[config.mk]
export PLATFORM = sky130hd
export DESIGN_NAME = fp2frac_special
export DESIGN_NICKNAME = d
export VERILOG_FILES = /design/src/rtl/fpfrac_pkg.sv /design/src/rtl/fpfrac_rst_sync.sv /design/src/rtl/fpfrac_classify.sv /design/src/rtl/fpfrac_sat_encode.sv /design/src/rtl/fp2frac_special.sv
export SDC_FILE = /design/constraint.sdc
export NUM_CORES = 1
export LEC_CHECK = 0
export ABC_AREA = 1
export BUFFER_PORTS_ARGS = -buffer_cell sky130_fd_sc_hd__buf_2
export CAP_MARGIN = 10
export CELL_PAD_IN_SITES_DETAIL_PLACEMENT = 1
export CELL_PAD_IN_SITES_GLOBAL_PLACEMENT = 1
export CORE_MARGIN = 5
export CORE_UTILIZATION = 35
export CTS_CLUSTER_DIAMETER = 80
export DETAILED_ROUTE_END_ITERATION = 12
export HOLD_SLACK_MARGIN = 0.08
export PLACE_DENSITY_LB_ADDON = 0.1
export SLEW_MARGIN = 30
export SYNTH_ARGS = -nofsm -noshare
export SYNTH_HDL_FRONTEND = slang
export SYNTH_HIERARCHICAL = 1
export SYNTH_SLANG_ARGS = --single-unit
[constraint.sdc]
create_clock -name clk -period 1.9 [get_ports clk]
set_clock_uncertainty 0.2 [all_clocks]
set_input_delay 0 -clock clk [delete_from_list [all_inputs] [get_ports clk]]
set_output_delay 0 -clock clk [all_outputs]
set_load 0.005 [all_outputs]
[src/rtl/fpfrac_pkg.sv]
package fpfrac_pkg;
  typedef enum logic [2:0] {
    CLS_ZERO    = 3'd0,
    CLS_NAN     = 3'd1,
    CLS_SAT_POS = 3'd2,
    CLS_SAT_NEG = 3'd3,
    CLS_INRANGE = 3'd4
  } fp_cls_e;
endpackage

[src/rtl/fpfrac_rst_sync.sv]
module fpfrac_rst_sync #(
  parameter int STAGES = 2
) (
  input  logic clk,
  input  logic rst_n_in,
  output logic rst_n_out
);
  logic [STAGES-1:0] sync_q;

  always_ff @(posedge clk or negedge rst_n_in) begin
    if (!rst_n_in) sync_q <= '0;
    else           sync_q <= {sync_q[STAGES-2:0], 1'b1};
  end

  assign rst_n_out = sync_q[STAGES-1];
endmodule

[src/rtl/fpfrac_classify.sv]
module fpfrac_classify
  import fpfrac_pkg::*;
#(
  parameter int EXP_W = 8,
  parameter int MAN_W = 23
) (
  input  logic             sign_i,
  input  logic [EXP_W-1:0] exp_i,
  input  logic [MAN_W-1:0] man_i,
  output fp_cls_e          cls_o
);
  localparam logic [EXP_W-1:0] BIAS     = {1'b0, {(EXP_W-1){1'b1}}};
  localparam logic [EXP_W-1:0] EXP_ONES = '1;

  logic exp_max, exp_zero, man_nz, mag_ge_one;

  assign exp_max    = (exp_i == EXP_ONES);
  assign exp_zero   = (exp_i == '0);
  assign man_nz     = |man_i;
  assign mag_ge_one = (exp_i >= BIAS);

  always_comb begin
    if (exp_max && man_nz)  cls_o = CLS_NAN;
    else if (exp_zero)      cls_o = CLS_ZERO;
    else if (mag_ge_one)    cls_o = sign_i ? CLS_SAT_NEG : CLS_SAT_POS;
    else                    cls_o = CLS_INRANGE;
  end
endmodule

[src/rtl/fpfrac_sat_encode.sv]
module fpfrac_sat_encode
  import fpfrac_pkg::*;
#(
  parameter int OUT_W = 32
) (
  input  fp_cls_e          cls_i,
  input  logic             signed_i,
  output logic [OUT_W-1:0] value_o,
  output logic             in_range_o
);
  localparam logic [OUT_W-1:0] SMAX = {1'b0, {(OUT_W-1){1'b1}}};
  localparam logic [OUT_W-1:0] SMIN = {1'b1, {(OUT_W-1){1'b0}}};
  localparam logic [OUT_W-1:0] UMAX = '1;

  always_comb begin
    value_o    = '0;
    in_range_o = 1'b0;
    case (cls_i)
      CLS_SAT_POS: value_o    = signed_i ? SMAX : UMAX;
      CLS_SAT_NEG: value_o    = signed_i ? SMIN : '0;
      CLS_INRANGE: in_range_o = 1'b1;
      default:     value_o    = '0;
    endcase
  end
endmodule

[src/rtl/fp2frac_special.sv]
module fp2frac_special
  import fpfrac_pkg::*;
#(
  parameter int OUT_W    = 32,
  parameter int SP_EXP_W = 8,
  parameter int SP_MAN_W = 23,
  parameter int DP_EXP_W = 11,
  parameter int DP_MAN_W = 52
) (
  input  logic                                 clk,
  input  logic                                 rst_n,
  input  logic                                 in_valid,
  input  logic                                 in_double,
  input  logic                                 in_signed,
  input  logic [DP_EXP_W+DP_MAN_W:0]           in_operand,
  output logic                                 out_valid,
  output logic [OUT_W-1:0]                     out_result,
  output logic                                 out_in_range
);
  localparam int SP_W = 1 + SP_EXP_W + SP_MAN_W;
  localparam int DP_W = 1 + DP_EXP_W + DP_MAN_W;

  logic rst_sync_n;

  fpfrac_rst_sync #(.STAGES(2)) u_rst_sync (
    .clk       (clk),
    .rst_n_in  (rst_n),
    .rst_n_out (rst_sync_n)
  );

  // Field extraction for both precisions.
  logic                sp_sign, dp_sign;
  logic [SP_EXP_W-1:0] sp_exp;
  logic [SP_MAN_W-1:0] sp_man;
  logic [DP_EXP_W-1:0] dp_exp;
  logic [DP_MAN_W-1:0] dp_man;

  assign sp_sign = in_operand[SP_W-1];
  assign sp_exp  = in_operand[SP_W-2 -: SP_EXP_W];
  assign sp_man  = in_operand[SP_MAN_W-1:0];
  assign dp_sign = in_operand[DP_W-1];
  assign dp_exp  = in_operand[DP_W-2 -: DP_EXP_W];
  assign dp_man  = in_operand[DP_MAN_W-1:0];

  fp_cls_e sp_cls, dp_cls, sel_cls;

  fpfrac_classify #(.EXP_W(SP_EXP_W), .MAN_W(SP_MAN_W)) u_cls_sp (
    .sign_i (sp_sign),
    .exp_i  (sp_exp),
    .man_i  (sp_man),
    .cls_o  (sp_cls)
  );

  fpfrac_classify #(.EXP_W(DP_EXP_W), .MAN_W(DP_MAN_W)) u_cls_dp (
    .sign_i (dp_sign),
    .exp_i  (dp_exp),
    .man_i  (dp_man),
    .cls_o  (dp_cls)
  );

  assign sel_cls = in_double ? dp_cls : sp_cls;

  logic [OUT_W-1:0] enc_value;
  logic             enc_in_range;

  fpfrac_sat_encode #(.OUT_W(OUT_W)) u_enc (
    .cls_i      (sel_cls),
    .signed_i   (in_signed),
    .value_o    (enc_value),
    .in_range_o (enc_in_range)
  );

  // Next-state and register processes.
  logic             valid_d, valid_q;
  logic [OUT_W-1:0] result_d, result_q;
  logic             range_d, range_q;
  logic             load_en;

  assign load_en = in_valid;

  always_comb begin
    valid_d  = in_valid;
    result_d = result_q;
    range_d  = range_q;
    if (load_en) begin
      result_d = enc_value;
      range_d  = enc_in_range;
    end
  end

  always_ff @(posedge clk or negedge rst_sync_n) begin
    if (!rst_sync_n) begin
      valid_q  <= 1'b0;
      result_q <= '0;
      range_q  <= 1'b0;
    end else begin
      valid_q  <= valid_d;
      result_q <= result_d;
      range_q  <= range_d;
    end
  end

  assign out_valid    = valid_q;
  assign out_result   = result_q;
  assign out_in_range = range_q;

  // Assertions
  logic op_sign;
  assign op_sign = in_double ? in_operand[DP_W-1] : in_operand[SP_W-1];

  assert_valid_follows_R2: assert property (@(posedge clk) disable iff (!rst_sync_n)
    in_valid |=> out_valid);

  assert_no_spurious_valid_R2: assert property (@(posedge clk) disable iff (!rst_sync_n)
    !in_valid |=> !out_valid);

  assert_hold_without_strobe_R2: assert property (@(posedge clk) disable iff (!rst_sync_n)
    !in_valid |=> ($stable(out_result) && $stable(out_in_range)));

  assert_in_range_zero_R9: assert property (@(posedge clk) disable iff (!rst_sync_n)
    (out_valid && out_in_range) |-> (out_result == '0));

  assert_unsigned_neg_clamp_R6: assert property (@(posedge clk) disable iff (!rst_sync_n)
    (in_valid && !in_signed && op_sign) |=> (out_result == '0));

  assert_sp_nan_zero_R3: assert property (@(posedge clk) disable iff (!rst_sync_n)
    (in_valid && !in_double && (&in_operand[SP_W-2 -: SP_EXP_W]) && (|in_operand[SP_MAN_W-1:0]))
      |=> (out_result == '0 && !out_in_range));

  assert_dp_nan_zero_R7: assert property (@(posedge clk) disable iff (!rst_sync_n)
    (in_valid && in_double && (&in_operand[DP_W-2 -: DP_EXP_W]) && (|in_operand[DP_MAN_W-1:0]))
      |=> (out_result == '0 && !out_in_range));
endmodule

==> results.cfg <==
[global_routing]
grtUsageTotal = 0.151
overflow = 0
grt_max_degree = 35
antenna_found_initial = 0
grt_pass1_vias = 2158
grt_pass1_wl_mm = 9.29

[outcome]
status = complete, no violations

[job]
drv_cap = 0

[floorplan]
die_x_um = 87.8
rows = 28
start_util = 0.360
coreArea_um2 = 5890
die_y_um = 87.8
ios = 103
dieArea_um2 = 7700

[clock_network]
cts_sinks = 36
tritoncts.num_buffers = 5
clkSlewWorstSetupHoldPaths_ns = 0.07
clock_path_buffers = 2
ctsHtreeMaxLevel = 2
tritoncts = built
cts-root-buf = clkbuf_8
worstSkewPairLatency_ns = 0.28

[worst_setup_path]
cp_common_cell = nand2_1
reg2reg_depth = 2
path_cells = dlygate4sd3_1 -> buf_2 -> inv_1 -> nand2_1 -> nand2_2 -> buf_4 -> nor2_4 -> buf_12 -> nand2_1 -> nand2_1
crit_buf_inv = 5
criticalPathCategory = input port to flop
crit_cells = 10
cp-start-kind = input port
cpPeakStageDelay_ns = 0.53
critical_path.max_fanout = 21
crit_slowest_cell = dlygate4sd3_1
crit_arrival_ns = 1.49
cpLargestDelayFamily = buffers and inverters
endpoint_kind = flop
crit_required_ns = 1.92

[yosys]
synth-edff-count = 0
yosys.area.top_type = dfrtp_1
ys.flop_type = dfrtp_1
synth_area_um2 = 2120
ys_warn_count = 6
synth_area_per_cell_um2 = 7.08
synth.distinct_cells = 19
synthTopCellsByCount = 133 x nand2_1, 53 x nor2_1, 36 x dfrtp_1
synth_seq_cells = 36
netlist_instances = 299
synthesis.nets = 368
yosys-top-cells-area = dfrtp_1 43%, nand2_1 24%, buf_4 12%
yosysSeqAreaShare = 0.426
synth_top_area_frac = 0.426
yosysMostFrequentCell = nand2_1
async_flop_share = 1.00

[min_path]
hold_path_depth = 8
hold_path.class = input port to flop

[sta]
hold_viol = 0
setup_viol = 0
slew_headroom = 0.654
grt_setup_unrepaired = false
min_period_ns = 1.47
fmax_ghz = 0.681
period_share = 0.772
setup_slack_ns = 0.433
tns_ns = 0
final_max_slew_viol_count = 0
tightest_slew_ns = 0.520
whs_ns = 0.0563

[detailed_routing]
num_vias = 2009
ant_nets = 0
firstDrtPassIters = 2
wl_per_cell_um = 11.9
drc = 0
avgViaCountPerCell = 4.40
drt-total-wl_mm = 5.46
drtIter0Drc = 52

[placement]
placed_area_um2 = 2470
gp_congestion = 0.763
dpl.hpwl_mm = 4.28
pre_cts_ws_ns = 0.138
place_inst = 443
io_buffer_count = 102

[finish]
fillers = 817
fin_cells = 457
final_area_um2 = 2650
layout-drive-gt1-share = 0.356
post-route-util = 0.450
diodes = 0
nets = 450
area_growth_pct = 25.2

[pwr]
design_power_total_mw = 1.80
vdd_drop_max_uv = 374
powerDensity_nw_per_um2 = 680
p_leak_nw = 1.53
==> repair_timing <==
item,4_1_cts,5_1_grt
setup endpoints to repair,0,2
gates resized for setup,0,8
endpoints found under the hold margin,25,0
buffers inserted,0,1
hold buffers,7,0
==> flip-flops by register name, summed over array words and instances, names as in the netlist <==
name and count:
out_in_range 1, out_result 32, out_valid 1, u_rst_sync/sync_q 2
==> layout by cell type (no fill, tap or decap), drive strengths merged <==
master,synthesis,layout
nand2,144,144
and3,1,1
conb,1,1
buf,37,107
a31oi,1,1
clkbuf,0,7
inv,10,10
nand4,1,1
dlygate4sd3,0,5
dfrtp,36,36
a21oi,5,5
and2,1,1
nand3,3,3
nor4,4,4
nor2,53,53
clkinvlp,0,1
nor3,2,2
==> cell families (layout without fill, tap and decap cells) <==
kind of cell / count (synthesis) / in the layout / share of synthesized area
AND/OR/NAND/NOR: 209 / 209 / 0.395
buffers and inverters: 47 / 130 / 0.161
flip-flops: 36 / 36 / 0.426
AO/OA/AOI/OAI: 6 / 6 / 0.0166
other: 1 / 1 / 0.00177
==> tightest hold or removal path, cell delays in order <==
cell     delay (ns)
buf_2          0.08
nand2_1        0.05
nand2_1        0.06
nand2_1        0.06
nand2_2        0.10
nor3_2         0.05
nand2_1        0.06
nand2_1        0.05
==> layout make-up <==
cell class | instances | area [um^2] | share of cell area
Tap cell | 75 | 93.8 | 0.0354
Clock inverter | 1 | 7.51 | 0.00283
Multi-Input combinational cell | 216 | 906 | 0.342
Clock buffer | 7 | 86.3 | 0.0326
Inverter | 10 | 45.0 | 0.0170
Sequential cell | 36 | 901 | 0.340
Timing Repair Buffer | 112 | 611 | 0.230
==> routing by layer <==
metal	vias up	wire (um)	share of wire	track usage
li1	1042	-	-	-
met1	904	2200	0.40	0.172
met2	55	2820	0.52	0.277
met3	8	339	0.062	0.0376
met4	0	97	0.018	0.0474
met5	-	0	0	0
==> path summary, 6_finish.rpt <==
path | from | slack (ns) | end
max reg2reg | out_result[9] | 1.08 | out_result[9]
min reg2reg | u_rst_sync/sync_q[1] | 0.09 | out_result[16]
max | in_double | 0.43 | out_result[17]
min | in_operand[63] | 0.06 | out_in_range
max in group asynchronous | rst_n | 0.98 | u_rst_sync/sync_q[1]
min in group asynchronous | u_rst_sync/sync_q[1] | 0.09 | out_result[16]
==> where the power goes <==
group          switching, mW  internal (mW)
clock network          0.274          0.295
logic                  0.193          0.169
registers             0.0359          0.834
total                  0.503           1.30
No activity file was read; power rests on OpenSTA's default activity.
